$ cat src/rtl/lsc_pkg.sv
package lsc_pkg;
  localparam int NGRP = 3;
  typedef enum int unsigned {
    GRP_ADDR = 0,
    GRP_DATA = 1,
    GRP_CTRL = 2
  } grp_e;
endpackage

$ cat src/rtl/lsc_fwd.sv
module lsc_fwd #(
  parameter int AW = 32,
  parameter int DW = 32,
  parameter int CW = 4,
  parameter int INJ_BIT = 0
) (
  input  logic          inject,
  input  logic [AW-1:0] pri_addr,
  input  logic [DW-1:0] pri_wdata,
  input  logic [CW-1:0] pri_ctrl,
  input  logic          pri_we,
  input  logic [AW-1:0] shd_addr,
  output logic [AW-1:0] shd_addr_chk,
  output logic [AW-1:0] bus_addr,
  output logic [DW-1:0] bus_wdata,
  output logic [CW-1:0] bus_ctrl,
  output logic          bus_we,
  input  logic [DW-1:0] bus_rdata,
  input  logic          bus_ready,
  output logic [DW-1:0] pri_rdata,
  output logic          pri_ready,
  output logic [DW-1:0] shd_rdata,
  output logic          shd_ready
);
  localparam logic [AW-1:0] INJ_MASK = {{(AW-1){1'b0}}, 1'b1} << INJ_BIT;

  // Only the primary core reaches the bus.
  assign bus_addr  = pri_addr;
  assign bus_wdata = pri_wdata;
  assign bus_ctrl  = pri_ctrl;
  assign bus_we    = pri_we;

  // Returning data is shared so both cores execute the same stream.
  assign pri_rdata = bus_rdata;
  assign shd_rdata = bus_rdata;
  assign pri_ready = bus_ready;
  assign shd_ready = bus_ready;

  // Test inversion on the shadow comparison path.
  assign shd_addr_chk = inject ? (shd_addr ^ INJ_MASK) : shd_addr;
endmodule

$ cat src/rtl/lsc_diff.sv
module lsc_diff #(
  parameter int W = 32
) (
  input  logic         en,
  input  logic [W-1:0] a,
  input  logic [W-1:0] b,
  output logic         mis
);
  logic [W-1:0] bitdiff;

  for (genvar i = 0; i < W; i++) begin : g_bit
    assign bitdiff[i] = a[i] ^ b[i];
  end

  assign mis = en & (|bitdiff);
endmodule

$ cat src/rtl/lsc_latch.sv
module lsc_latch
  import lsc_pkg::*;
(
  input  logic            clk,
  input  logic            rst_n,
  input  logic [NGRP-1:0] mis,
  output logic            fault,
  output logic [NGRP-1:0] fault_grp
);
  logic any_mis;
  assign any_mis = |mis;

  always_ff @(posedge clk) begin
    if (!rst_n) begin
      fault     <= 1'b0;
      fault_grp <= '0;
    end else begin
      if (!fault && any_mis) fault_grp <= mis;
      if (any_mis) fault <= 1'b1;
    end
  end

  assert_mis_flags_R10: assert property (@(posedge clk) disable iff (!rst_n)
    any_mis |=> fault);
  assert_sticky_R6: assert property (@(posedge clk) disable iff (!rst_n)
    fault |=> fault);
  assert_grp_frozen_R7: assert property (@(posedge clk) disable iff (!rst_n)
    fault |=> $stable(fault_grp));
  assert_grp_first_R7: assert property (@(posedge clk) disable iff (!rst_n)
    $rose(fault) |-> fault_grp == $past(mis));
  assert_clean_R9: assert property (@(posedge clk) disable iff (!rst_n)
    !fault |-> fault_grp == '0);
  assert_grp_set_R3: assert property (@(posedge clk) disable iff (!rst_n)
    fault |-> $countones(fault_grp) > 0);
endmodule

$ cat src/rtl/lockstep_cmp.sv
module lockstep_cmp
  import lsc_pkg::*;
#(
  parameter int AW = 32,
  parameter int DW = 32,
  parameter int CW = 4
) (
  input  logic          clk,
  input  logic          rst_n,
  input  logic          inject,
  input  logic [AW-1:0] pri_addr,
  input  logic [DW-1:0] pri_wdata,
  input  logic [CW-1:0] pri_ctrl,
  input  logic          pri_we,
  input  logic [AW-1:0] shd_addr,
  input  logic [DW-1:0] shd_wdata,
  input  logic [CW-1:0] shd_ctrl,
  input  logic          shd_we,
  output logic [AW-1:0] bus_addr,
  output logic [DW-1:0] bus_wdata,
  output logic [CW-1:0] bus_ctrl,
  output logic          bus_we,
  input  logic [DW-1:0] bus_rdata,
  input  logic          bus_ready,
  output logic [DW-1:0] pri_rdata,
  output logic          pri_ready,
  output logic [DW-1:0] shd_rdata,
  output logic          shd_ready,
  output logic          fault,
  output logic [2:0]    fault_grp
);
  localparam int CTW = CW + 1;

  logic [AW-1:0]   shd_addr_chk;
  logic [NGRP-1:0] mis;

  lsc_fwd #(.AW(AW), .DW(DW), .CW(CW), .INJ_BIT(0)) u_fwd (
    .inject(inject), .pri_addr(pri_addr), .pri_wdata(pri_wdata),
    .pri_ctrl(pri_ctrl), .pri_we(pri_we), .shd_addr(shd_addr),
    .shd_addr_chk(shd_addr_chk), .bus_addr(bus_addr), .bus_wdata(bus_wdata),
    .bus_ctrl(bus_ctrl), .bus_we(bus_we), .bus_rdata(bus_rdata),
    .bus_ready(bus_ready), .pri_rdata(pri_rdata), .pri_ready(pri_ready),
    .shd_rdata(shd_rdata), .shd_ready(shd_ready)
  );

  lsc_diff #(.W(AW)) u_addr (
    .en(1'b1), .a(pri_addr), .b(shd_addr_chk), .mis(mis[GRP_ADDR])
  );

  // Write data only matters while the primary is writing.
  lsc_diff #(.W(DW)) u_data (
    .en(pri_we), .a(pri_wdata), .b(shd_wdata), .mis(mis[GRP_DATA])
  );

  lsc_diff #(.W(CTW)) u_ctrl (
    .en(1'b1), .a({pri_we, pri_ctrl}), .b({shd_we, shd_ctrl}), .mis(mis[GRP_CTRL])
  );

  lsc_latch u_latch (
    .clk(clk), .rst_n(rst_n), .mis(mis), .fault(fault), .fault_grp(fault_grp)
  );

  assert_write_gate_R4: assert property (@(posedge clk) disable iff (!rst_n)
    (!pri_we && !fault && pri_addr == shd_addr_chk &&
     {pri_we, pri_ctrl} == {shd_we, shd_ctrl}) |=> !fault);
endmodule

$ cat config.mk
export PLATFORM = sky130hd
export DESIGN_NAME = lockstep_cmp
export DESIGN_NICKNAME = d
export VERILOG_FILES = /design/src/rtl/lsc_pkg.sv /design/src/rtl/lsc_fwd.sv /design/src/rtl/lsc_diff.sv /design/src/rtl/lsc_latch.sv /design/src/rtl/lockstep_cmp.sv
export SDC_FILE = /design/constraint.sdc
export NUM_CORES = 1
export LEC_CHECK = 0
export ABC_AREA = 1
export BUFFER_PORTS_ARGS = -buffer_cell sky130_fd_sc_hd__buf_2
export CORE_AREA = 2 2 121 123
export DETAILED_ROUTE_END_ITERATION = 10
export DIE_AREA = 0 0 123 125
export GPL_TIMING_DRIVEN = 0
export SYNTH_ARGS = -nofsm -noshare
export SYNTH_HDL_FRONTEND = slang
export SYNTH_SLANG_ARGS = --single-unit
$ cat constraint.sdc
create_clock -name clk -period 2.3 [get_ports clk]
set_input_delay 0.115 -clock clk [delete_from_list [all_inputs] [get_ports clk]]
set_output_delay 0.115 -clock clk [all_outputs]
set_load 0.03 [all_outputs]
==> impl_metrics.json <==
{
  "gr-total-overflow": 0,
  "detailedRoute.firstPassIterationCount": 4,
  "insertedDiodeCount": 0,
  "critical-path-top-cell-by-count": "nand2_1",
  "cts-resized-gates": 0,
  "core_area_um2": 14200,
  "critical_path.cell_chain": "buf_2 -> xnor2_1 -> nand2_1 -> nor2_1 -> nand2_1 -> nor2_1 -> nand2_1 -> nand2_1 -> nand3_2 -> nand2_2 -> nand2_1 -> a21oi_1",
  "first_iter_violations": 23,
  "maxSlewViolCount": 0,
  "p_leak_nw": 2.424,
  "synth_seq_cells": 4,
  "cts_buffer_depth": 2,
  "worstPathArrival_ns": 1.39,
  "via_count": 2772,
  "global_route.usage.total": 0.08498,
  "final_core_utilization": 0.2740,
  "synthesis.area_um2": 2190,
  "antenna_left": 0,
  "crit_required_ns": 2.45,
  "power.switching_fraction": 0.4361,
  "period_minus_slack_ns": 1.239,
  "postSynthAreaPerCell_um2": 6.168,
  "timing.fmax_mhz": 806.9,
  "cts.sinks": 4,
  "run_status": "finished, final reports clean",
  "timing.critical_path.from_type": "primary input",
  "place.detailed.instances": 818,
  "path_class": "in -> reg",
  "rsz_0062_raised_after_global_routing": "false",
  "timing.critical_path.buf_inv": 1,
  "tritoncts_clock_tree": "built",
  "finalHoldViolations": 0,
  "yosys_warnings": 0,
  "cts_setup_buffers": 0,
  "power_share_of_the_sequential_group": 0.062,
  "number_of_failing_setup_endpoints_in_the_final_timing_report": 0,
  "timing.critical_path.fanout_max": 3,
  "grt_max_degree": 5,
  "vias_per_cell": 3.376,
  "critical_path.slowest_cell": "nor2_1",
  "chipWidth_um": 123,
  "cts-buffers-inserted": 3,
  "wire_length_of_the_first_global_routing_pass_um": 10580,
  "dieHeight_um": 125,
  "power.clock.fraction": 0.223,
  "final_cell_mix": "buf_2 (279), buf_4 (135), nand2_1 (80)",
  "cellInternalPower_w": 0.0006910,
  "vdd.ir_drop.worst_mv": 0.2769,
  "fin_cells": 821,
  "number_of_antenna_violations_at_the_first_check_in_global_routing": 0,
  "final_layout_size_suffix_gt1_frac": 0.6593,
  "critPathTopFamily": "simple AND/OR/NAND/NOR gates",
  "multi_input_area_um2": 964.7,
  "std_cell_rows": 44,
  "vias_in_the_first_global_route": 2538,
  "hold_path.class": "in -> reg",
  "clk_transition_reported_paths_ns": 0.03,
  "register_area_um2": 80.08,
  "p_comb_frac": 0.715,
  "port_buffers": 279,
  "setup_tns_ns": 0,
  "drt-wirelength-per-cell_um": 9.168,
  "finalClockSkew_ns": 0.00007427,
  "setup.worst_path.end_class": "flop",
  "relSlewSlack": 0.8352,
  "cts_hold_fix_bufs": 0,
  "clock_latency_ns": 0.23,
  "dieArea_um2": 15380,
  "htree_levels": 1,
  "syn-instance-count": 355,
  "area_delta_synth_final_pct": 77.71,
  "timing.critical_path.slowest_cell_delay_ns": 0.16,
  "final_nets": 813,
  "place.detailed.hpwl_um": 7135,
  "max-cap-violations": 0,
  "detail_route.wirelength_um": 7527,
  "ios": 313,
  "layout_commonest_cell": "buf_2",
  "cts_root_buffer": "clkbuf_16",
  "power_density_nw_per_um2": 314.9,
  "ys_types": 14,
  "globalplace.congestion": 0.7572,
  "report.power.total_w": 0.001225,
  "syn_nets": 529,
  "netSwitchingPower_w": 0.0005344,
  "fillCellCount": 1623,
  "post-route-period-util": 0.5388,
  "worstMarginPinSlew_ns": 0.2464,
  "drc": 0,
  "start_util": 0.1542,
  "synth_sequential_area_ratio": 0.03657,
  "finalHoldWorstSlack_ns": 0.1130
}
-- power groups by stage --
stage / Sequential (W) / Combinational [W] / Clock (W)
after CTS: 0.0000767 / 0.000887 / 0.000276
after floorplan: 0.0000858 / 0.000579 / 0
after detailed placement: 0.0000776 / 0.000884 / 0
after global routing: 0.0000773 / 0.000945 / 0.000288
final: 0.0000765 / 0.000876 / 0.000273
after global placement: 0.0000774 / 0.000880 / 0
-- cells in the mapped netlist, drive strengths merged --
library cell	instances	share of area
a21oi	3	0.0069
nand3	5	0.014
nand2	81	0.14
dfxtp	4	0.037
o21ai	2	0.0046
xnor2	33	0.13
xor2	19	0.076
buf	135	0.46
nand4	1	0.0029
nor2	37	0.065
inv	35	0.060
-- state kept, by name, indices dropped and copies added, names as in the netlist --
signal,cells
u_latch.fault,1
u_latch.fault_grp,3
-- worst paths after layout --
| kind | start | endpoint | slack (ns) | depth (start not counted) |
|---|---|---|---|---|
| hold reg to reg | u_latch.fault_grp[2] | u_latch.fault_grp[2] | 0.45 | 2 |
| setup / recovery | pri_wdata[22] | u_latch.fault_grp[1] | 1.06 | 12 |
| setup reg to reg | u_latch.fault | u_latch.fault_grp[1] | 1.52 | 4 |
| hold / removal | rst_n | u_latch.fault | 0.11 | 3 |
-- cells by family (layout without fill, tap and decap cells) --
kind of cell,after synthesis,in the layout,synth area share
xor+xnor,52,52,0.2080
compound gates,5,5,0.01143
buf+inv,170,452,0.5229
simple gates,124,124,0.2211
flops,4,4,0.03657
-- per-layer routing --
| layer | wire length (um) | part of all wire | track usage |
|---|---|---|---|
| met1 | 2654 | 0.35 | 0.08572 |
| met2 | 4030 | 0.54 | 0.1800 |
| met3 | 802 | 0.11 | 0.01049 |
| met4 | 40 | 0.0053 | 0.01404 |
| met5 | 0 | 0 | 0 |
-- tightest hold or removal path, stage by stage --
cell and delay, ns:
buf_2 0.08, o21ai_0 0.07, inv_1 0.04
-- final cells by class --
class                           count  area share
Buffer                            135      0.2604
Clock buffer                        3     0.01929
Inverter                           35     0.03376
Multi-Input combinational cell    181      0.2479
Sequential cell                     4     0.02058
Tap cell                          184     0.05916
Timing Repair Buffer              279      0.3588
-- stage by stage --
| step | setup slack [ns] | area, um^2 |
|---|---|---|
| 2_1_floorplan | 1.267 | 2190 |
| 3_3_place_gp | 0.7252 | 3816 |
| 3_5_place_dp | 0.7064 | 3816 |
| 4_1_cts | 0.9274 | 3891 |
| 5_1_grt | 0.7643 | 3891 |
| 6_report | 1.061 | 3891 |
Note: power is estimated with default switching activity, not from simulation.
